===== config.mk =====
export PLATFORM = sky130hd
export DESIGN_NAME = alu_core
export DESIGN_NICKNAME = d
export VERILOG_FILES = /design/src/rtl/alu_pkg.sv /design/src/rtl/alu_logic_unit.sv /design/src/rtl/alu_addsub.sv /design/src/rtl/alu_result_mux.sv /design/src/rtl/alu_core.sv
export SDC_FILE = /design/constraint.sdc
export NUM_CORES = 1
export LEC_CHECK = 0
export BUFFER_PORTS_ARGS = -buffer_cell sky130_fd_sc_hd__buf_4
export CAP_MARGIN = 20
export CORE_AREA = 2 2 47 49
export DETAILED_ROUTE_END_ITERATION = 16
export DIE_AREA = 0 0 49 51
export GPL_TIMING_DRIVEN = 0
export PLACE_DENSITY_LB_ADDON = 0.3
export SLEW_MARGIN = 20
export SYNTH_ARGS = -nofsm -noshare
export SYNTH_HDL_FRONTEND = slang
export SYNTH_SLANG_ARGS = --single-unit

===== constraint.sdc =====
create_clock -name vclk -period 8.07
set_input_delay 2.421 -clock vclk [all_inputs]
set_output_delay 2.421 -clock vclk [all_outputs]
set_load 0.05 [all_outputs]

===== src/rtl/alu_pkg.sv =====
package alu_pkg;
  typedef enum logic [1:0] {
    FN_AND = 2'b00,
    FN_OR  = 2'b01,
    FN_ADD = 2'b10,
    FN_SUB = 2'b11
  } alu_fn_e;
endpackage


===== src/rtl/alu_logic_unit.sv =====
module alu_logic_unit #(
  parameter int unsigned WIDTH = 8
) (
  input  logic [WIDTH-1:0] a_i,
  input  logic [WIDTH-1:0] b_i,
  input  logic             sel_or_i,
  output logic [WIDTH-1:0] y_o
);
  logic [WIDTH-1:0] and_w, or_w;

  for (genvar i = 0; i < WIDTH; i++) begin : g_bit
    assign and_w[i] = a_i[i] & b_i[i];
    assign or_w[i]  = a_i[i] | b_i[i];
    assign y_o[i]   = sel_or_i ? or_w[i] : and_w[i];
  end
endmodule


===== src/rtl/alu_addsub.sv =====
module alu_addsub #(
  parameter int unsigned WIDTH = 8
) (
  input  logic [WIDTH-1:0] a_i,
  input  logic [WIDTH-1:0] b_i,
  input  logic             sub_i,
  output logic [WIDTH-1:0] sum_o,
  output logic             cout_o
);
  logic [WIDTH-1:0] b_eff;
  logic [WIDTH:0]   c;

  // sub_i both inverts the operand and injects the +1
  assign c[0] = sub_i;

  for (genvar i = 0; i < WIDTH; i++) begin : g_fa
    assign b_eff[i]  = sub_i ? ~b_i[i] : b_i[i];
    assign sum_o[i]  = a_i[i] ^ b_eff[i] ^ c[i];
    assign c[i+1]    = (a_i[i] & b_eff[i]) | (c[i] & (a_i[i] ^ b_eff[i]));
  end

  assign cout_o = c[WIDTH];

  always_comb begin
    if (!sub_i) begin
      assert_add_sum_R3: assert ({cout_o, sum_o} == ({1'b0, a_i} + {1'b0, b_i}))
        else $error("adder sum mismatch");
    end else begin
      assert_sub_borrow_R5: assert (cout_o == (a_i >= b_i))
        else $error("borrow flag mismatch");
    end
  end
endmodule


===== src/rtl/alu_result_mux.sv =====
module alu_result_mux #(
  parameter int unsigned WIDTH = 8
) (
  input  logic [WIDTH-1:0] logic_i,
  input  logic [WIDTH-1:0] arith_i,
  input  logic             arith_cout_i,
  input  logic             sel_arith_i,
  output logic [WIDTH-1:0] z_o,
  output logic             carry_o
);
  assign z_o     = sel_arith_i ? arith_i : logic_i;
  assign carry_o = sel_arith_i & arith_cout_i;
endmodule


===== src/rtl/alu_core.sv =====
module alu_core
  import alu_pkg::*;
#(
  parameter int unsigned WIDTH = 8
) (
  input  logic [WIDTH-1:0] a_i,
  input  logic [WIDTH-1:0] b_i,
  input  logic [1:0]       func_i,
  output logic [WIDTH-1:0] z_o,
  output logic             carry_o
);
  logic [WIDTH-1:0] logic_res, arith_res;
  logic             arith_cout;

  alu_logic_unit #(.WIDTH(WIDTH)) i_logic (
    .a_i      (a_i),
    .b_i      (b_i),
    .sel_or_i (func_i[0]),
    .y_o      (logic_res)
  );

  alu_addsub #(.WIDTH(WIDTH)) i_addsub (
    .a_i    (a_i),
    .b_i    (b_i),
    .sub_i  (func_i[0]),
    .sum_o  (arith_res),
    .cout_o (arith_cout)
  );

  alu_result_mux #(.WIDTH(WIDTH)) i_mux (
    .logic_i      (logic_res),
    .arith_i      (arith_res),
    .arith_cout_i (arith_cout),
    .sel_arith_i  (func_i[1]),
    .z_o          (z_o),
    .carry_o      (carry_o)
  );

  always_comb begin
    case (alu_fn_e'(func_i))
      FN_AND: begin
        assert_and_R1: assert (z_o == (a_i & b_i)) else $error("AND result mismatch");
      end
      FN_OR: begin
        assert_or_R2: assert (z_o == (a_i | b_i)) else $error("OR result mismatch");
      end
      FN_SUB: begin
        assert_sub_R4: assert (z_o == WIDTH'(a_i - b_i)) else $error("SUB result mismatch");
      end
      default: ;
    endcase
    if (!func_i[1]) begin
      assert_logic_carry_R6: assert (carry_o == 1'b0) else $error("carry set on logic op");
    end
  end
endmodule


==> results of run 1 <==
## synth_stat cells
| cell | instances | share of area |
|---|---|---|
| fa_1 | 7 | 0.30 |
| a211oi_1 | 1 | 0.016 |
| o22ai_1 | 4 | 0.054 |
| buf_12 | 1 | 0.043 |
| a21oi_2 | 3 | 0.056 |
| nor2_1 | 3 | 0.024 |
| nand2_1 | 1 | 0.0080 |
| xor2_1 | 1 | 0.019 |
| mux2i_1 | 1 | 0.021 |
| xnor2_1 | 6 | 0.11 |
| o21bai_1 | 6 | 0.097 |
| o22ai_2 | 2 | 0.054 |
| and3_1 | 1 | 0.013 |
| buf_4 | 1 | 0.016 |
| buf_6 | 1 | 0.024 |
| inv_2 | 1 | 0.0080 |
| a21oi_1 | 4 | 0.043 |
| nor3_1 | 1 | 0.011 |
| o31ai_1 | 1 | 0.016 |
| inv_1 | 8 | 0.064 |
## cell families after synthesis
group,after synthesis
AOI/OAI and AO/OA,21
adders and majority gates,7
buffers and inverters,12
xor gates and xnor gates,7
and+or+nand+nor,6
muxes,1
## stage by stage
step / area (um2) / total power, mW / hold slack [ns]
after detailed placement: 728.2 / 0.08535 / 5.297
final: 742.0 / 0.08652 / 5.295
after CTS: 742.0 / 0.08793 / 5.303
after floorplan: 498.0 / 0.05948 / 5.114
after global placement: 728.2 / 0.08415 / 5.275
after global routing: 742.0 / 0.09400 / 5.314
## worst max path at each step
stage / startpoint / endpoint / cells past startpoint
2_1_floorplan: func_i[0] / z_o[7] / 13
3_3_place_gp: func_i[0] / z_o[7] / 14
3_5_place_dp: func_i[0] / z_o[7] / 14
4_1_cts: func_i[0] / z_o[7] / 13
5_1_grt: func_i[0] / z_o[7] / 13
6_report: func_i[0] / z_o[7] / 13
## final cells by class
class                           count  share of cell area
Buffer                              2             0.03710
Inverter                            9             0.04553
Multi-Input combinational cell     42              0.6020
Tap cell                           28             0.04722
Timing Repair Buffer               26              0.2681
## per-layer routing
layer / up-vias / GRT usage / routed length [um]
met1: 239 / 0.1351 / 430
met3: 0 / 0.005848 / 65
met2: 18 / 0.1872 / 586
li1: 237 / - / -
met5: - / 0 / 0
met4: 0 / 0 / 0
## worst max-delay path, delay by kind of cell
kind,cells,cell delay (ns)
adders and majority gates,7,2.44
buffers and inverters,4,0.43
AOI/OAI and AO/OA,1,0.17
xor gates and xnor gates,1,0.14
## power groups by stage
stage          clock [mW]  sequential, mW  combinational [mW]
3_5_place_dp            0               0              0.0853
5_1_grt                 0               0              0.0940
4_1_cts                 0               0              0.0879
3_3_place_gp            0               0              0.0842
2_1_floorplan           0               0              0.0595
6_report                0               0              0.0865
## timing repair
item	CTS	global route
pin swaps	5	6
resized for setup	7	0
buffers inserted	0	0
hold endpoints to repair	0	0
setup endpoints to repair	2	1
==> impl_metrics.ini, run 1 <==
[final_layout]
layout_common_cells = buf_4, inv_1, o21bai_1
num-fill-cells = 234
stdcell_count = 107
clkbuf_count = 0
fin_util = 0.3596
drive_gt1_frac = 0.5443
seq_cell_count = 0
seqCellArea_um2 = 0
area_delta_synth_final_pct = 58.98
num-nets-final = 106
multi_input_area_um2 = 446.7
diodes = 0
layout_commonest_cell = buf_4

[synthesis]
muxShareOfSynthArea = 0.02145
syn_nets = 79
synthSimpleGateAreaFrac = 0.05630
synth_top_family_by_area = compound AO/OA/AOI/OAI gates
seq_area_frac_synth = 0
syn_inst = 54
avgSynthCellArea_um2 = 8.643
yosys_warnings = 0
netlist_area_um2 = 466.7
synth_fa_ha_area_frac = 0.3003
synthXorXnorAreaFrac = 0.1314
ys_types = 20
synth_compound_area_frac = 0.3351

[critical_path]
cp_max_fo = 16
cpPeakStageDelay_ns = 0.52
arrival_ns = 5.61
cpMostUsedCell = fa_2
cp.required_ns = 5.65
end_kind = output pin
criticalPathCategory = input pin to output pin
cp_slowest_cell = fa_1
crit_chain = buf_12 -> xnor2_4 -> fa_2 -> fa_2 -> fa_2 -> fa_2 -> inv_2 -> fa_1 -> inv_1 -> fa_2 -> fa_1 -> o22ai_4 -> buf_6
startpoint_type = input pin

[place]
place_ws_ns = -0.1405
portBuffers = 26
dp_hpwl_um = 933.6
place_congestion = 0.6349
dp.cells = 108

[routing]
wire_per_inst_um = 10.11
routed_wl_mm = 1.082
drc = 0
viasPerCell = 4.617
first_pass_iters = 4
drt_iter0_drc = 4
ant_nets = 0
via_count = 494

[timing]
fmax_mhz = 124.5
fin_crit_sh = 0.9954
tightest_slew_ns = 0.2257
setup_viol = 0
slew_violations = 0
maxSlewHeadroom = 0.8483
rsz0062_at_grt = yes
fin_ws_ns = 0.03733
final_hold_viol_count = 0
fin_crit_ns = 8.033
setup_tns_ns = 0

[global_routing]
grt_overflow_total = 0
grt_pass1_wl_mm = 2.125
grtUsageTotal = 0.1002
grt_pass1_vias = 493
grt_max_degree = 17
antenna_found_initial = 0

[power]
power.leakage_nw = 0.3269
irDropWorstVdd_mv = 0.04935
p_comb_frac = 1.000
seqPwrFrac = 0
p_clk_frac = 0
power_density_nw_per_um2 = 116.6
power.internal_mw = 0.03486
power.share.switching = 0.5971
switchingPower_mw = 0.05166

[hold_path]
hold_start = a_i[4]
holdPathEnd = z_o[4]
hp-class = input pin to output pin
hold_depth = 4

[job]
cap_violations = 0

[die]
fp-row-count = 17
die_x_um = 49
die_y_um = 51
io_pins = 27
start_util = 0.2262
fp.coreArea_um2 = 2063
die-area_um2 = 2499

[run_status]
outcome = completed

[clock_tree]
ctsHoldBuffers = 0
(Power assumes the default switching activity.)
==> run 2, diff against run 1 <==
Clock period 8.07 ns to 8.62 ns, I/O delays scaled along.
==> impl_metrics.ini, run 2 (synthesized netlist as in run 1, its figures left out) <==
[place]
portBuffers = 26
place_congestion = 0.6043
dp_hpwl_um = 965.7

[routing]
via_count = 475
viasPerCell = 4.398
first_pass_iters = 4
drc = 0
wire_per_inst_um = 10.63
drt_iter0_drc = 2
ant_nets = 0
routed_wl_mm = 1.148

[timing]
tightest_slew_ns = 0.2274
setup_tns_ns = 0
setup_viol = 0
slew_violations = 0
fin_crit_sh = 0.9804
maxSlewHeadroom = 0.8471
fin_crit_ns = 8.451
timing.hold.ws_ns = 5.624
fmax_mhz = 118.3
final_hold_viol_count = 0
rsz0062_at_grt = no

[critical_path]
criticalPathCategory = input pin to output pin
end_kind = output pin
startpoint_type = input pin
cp.required_ns = 6.03
cp_max_fo = 10
arrival_ns = 5.86

[power]
irDropWorstVdd_mv = 0.03907
fin_total_pwr_mw = 0.07664
power_density_nw_per_um2 = 106.9
power.leakage_nw = 0.3284

[die]
die_x_um = 49
die-area_um2 = 2499
die_y_um = 51
fp-row-count = 17
fp.coreArea_um2 = 2063
io_pins = 27
start_util = 0.2262

[final_layout]
clkbuf_count = 0
num-nets-final = 107
diodes = 0
seq_cell_count = 0
seqCellArea_um2 = 0
num-fill-cells = 236
layout_commonest_cell = buf_4
layout_common_cells = buf_4, inv_1, xnor2_1, o21bai_1
fin_util = 0.3475
drive_gt1_frac = 0.5000
area_delta_synth_final_pct = 53.62

[job]
cap_violations = 0

[hold_path]
hold_start = a_i[4]
hold_depth = 4
holdPathEnd = z_o[4]
hp-class = input pin to output pin

[global_routing]
grt_pass1_vias = 493
grt_overflow_total = 0
grtUsageTotal = 0.09931
grt_max_degree = 11
antenna_found_initial = 0
grt_pass1_wl_mm = 2.035

[run_status]
outcome = completed
## run 2: changes by cell type in the layout (fill, tap and decap cells not counted), sizes merged
cell / before / now
buf: 28 / 29
## run 2: worst max-delay path, stage by stage
cell,delay [ns]
buf_6,0.12
buf_12,0.14
xnor2_1,0.14
fa_2,0.37
fa_1,0.39
fa_2,0.35
fa_1,0.36
inv_1,0.08
fa_1,0.16
inv_1,0.05
fa_2,0.34
fa_1,0.45
o22ai_2,0.17
buf_6,0.18
## run 2: cell type report
cell class	count	area, um2	share of cell area
Inverter	9	33.78	0.04712
Multi-Input combinational cell	42	410.4	0.5724
Tap cell	28	35.03	0.04887
Buffer	3	38.79	0.05410
Timing Repair Buffer	26	198.9	0.2775
## run 2: power breakdown
part	internal [mW]	total, mW	switching [mW]
combinational	0.0303	0.0766	0.0463
clock	0	0	0
sequential	0	0	0
## run 2: repair_timing
action	4_1_cts	5_1_grt
hold buffers	0	0
setup buffers	0	0
endpoints found under the setup margin	1	1
gates resized for setup	2	2
pin swaps	0	1
## run 2: worst max path at each step
stage,from,cells after the start,slack (ns),to
2_1_floorplan,func_i[0],13,-0.03,z_o[7]
3_3_place_gp,func_i[0],14,-0.04,z_o[7]
3_5_place_dp,func_i[0],14,-0.06,z_o[7]
4_1_cts,func_i[0],14,0.02,z_o[7]
5_1_grt,func_i[0],14,0.01,z_o[7]
6_report,func_i[0],14,0.17,z_o[7]
## run 2: layer usage
metal	vias up	wire length [um]	part of all wire	GRT usage
met5	-	0	0	0
met4	0	0	0	0
met3	0	78	0.068	0.008772
met2	15	577	0.50	0.2009
met1	224	493	0.43	0.1199
li1	236	-	-	-
## run 2: through the flow
stage / cells / area, um2 / setup WS [ns]
floorplan: 54 / 475.5 / -0.03322
global placement: 108 / 705.7 / -0.03792
detailed placement: 108 / 705.7 / -0.05580
CTS: 108 / 711.9 / 0.01628
global route: 108 / 716.9 / 0.01269
finish: 108 / 716.9 / 0.1692
==> run 3, diff against run 2 <==
==> constraint.sdc (replaced) <==
create_clock -name vclk -period 8.3
set_input_delay 2.49 -clock vclk [all_inputs]
set_output_delay 2.49 -clock vclk [all_outputs]
set_load 0.02 [all_outputs]
==> impl_metrics.ini, run 3 (synthesized netlist as in run 1, its figures left out) <==
[run_status]
outcome = completed

[hold_path]
hp-class = input pin to output pin

[die]
start_util = 0.2262
fp-row-count = 17
die_y_um = 51
io_pins = 27
fp.coreArea_um2 = 2063
die-area_um2 = 2499
die_x_um = 49

[place]
place_congestion = 0.5662
dp_hpwl_um = 941.4
dp.cells = 108
place_ws_ns = -0.1337
portBuffers = 26

[routing]
routed_wl_mm = 1.160
wire_per_inst_um = 10.74
via_count = 480
drt_iter0_drc = 4
first_pass_iters = 3
ant_nets = 0
drc = 0
viasPerCell = 4.444

[final_layout]
layout_commonest_cell = buf_4
multi_input_area_um2 = 417.9
seqCellArea_um2 = 0
seq_cell_count = 0
num-nets-final = 107
layout_common_cells = buf_4, inv_1, o21bai_1
fin_util = 0.3511
diodes = 0
num-fill-cells = 229
clkbuf_count = 0
area_delta_synth_final_pct = 55.23
drive_gt1_frac = 0.5125
stdcell_count = 108

[timing]
final_hold_viol_count = 0
rsz0062_at_grt = yes
fmax_mhz = 121.1
tightest_slew_ns = 0.2218
maxSlewHeadroom = 0.8511
timing.hold.ws_ns = 5.380
fin_crit_sh = 0.9945
setup_viol = 0
slew_violations = 0
fin_ws_ns = 0.04550
fin_crit_ns = 8.255

[global_routing]
grt_pass1_wl_mm = 2.063
grtUsageTotal = 0.1006
grt_overflow_total = 0
antenna_found_initial = 0
grt_max_degree = 11
grt_pass1_vias = 501

[power]
power_density_nw_per_um2 = 88.17
irDropWorstVdd_mv = 0.03649
power.leakage_nw = 0.3332

[critical_path]
end_kind = output pin
startpoint_type = input pin
criticalPathCategory = input pin to output pin
cpPeakStageDelay_ns = 0.45
cpMostUsedCell = fa_2
cp_max_fo = 10
crit_chain = buf_6 -> buf_12 -> xnor2_2 -> fa_2 -> fa_2 -> fa_2 -> fa_1 -> inv_1 -> fa_1 -> inv_1 -> fa_2 -> fa_1 -> o22ai_2 -> buf_6
arrival_ns = 5.76
cp.required_ns = 5.81
cp_slowest_cell = fa_1

[clock_tree]
post-cts-setup-buffers = 0

[job]
cap_violations = 0
## run 3: cell counts in the layout (fill, tap and decap cells not counted)
Identical to the previous run, type by type.
## run 3: path summary, 6_finish.rpt
path,start,to,cells past startpoint
worst min-delay path,a_i[4],z_o[4],4
worst max-delay path,func_i[0],z_o[7],14
## run 3: worst max-delay path: cells and delay by family
kind / cells / cell delay (ns)
xor+xnor: 1 / 0.14
compound gates: 1 / 0.20
buf+inv: 5 / 0.55
fa+ha+maj: 7 / 2.39
## run 3: stage by stage
| step | cell area (um2) | TNS (ns) | power [mW] |
|---|---|---|---|
| floorplan | 473.0 | 0 | 0.03761 |
| global placement | 703.2 | -0.1248 | 0.06129 |
| detailed placement | 703.2 | -0.1337 | 0.06223 |
| CTS | 714.4 | 0 | 0.06397 |
| global route | 724.4 | -0.07040 | 0.07057 |
| finish | 724.4 | 0 | 0.06388 |
## run 3: area by class of cell
type | count | share of cell area
inverters | 9 | 0.04663
repair buffers | 26 | 0.2746
multi-input cells | 42 | 0.5769
well taps | 28 | 0.04836
plain buffers | 3 | 0.05354
## run 3: layer usage
metal | GRT usage | wire length [um] | vias up
met5 | 0 | 0 | -
met4 | 0 | 0 | 0
met2 | 0.2100 | 615 | 16
li1 | - | - | 237
met1 | 0.1199 | 474 | 227
met3 | 0.002924 | 70 | 0
## run 3: what timing repair did
item | in CTS | in global routing
endpoints found under the setup margin | 1 | 1
resized for setup | 4 | 2
pin swaps | 1 | 2
hold buffers | 0 | 0
hold endpoints to repair | 0 | 0
## run 3: power by group
group | switching (mW) | total, mW | internal, mW
sequential | 0 | 0 | 0
clock | 0 | 0 | 0
combinational | 0.0321 | 0.0639 | 0.0317
total | 0.0321 | 0.0639 | 0.0317
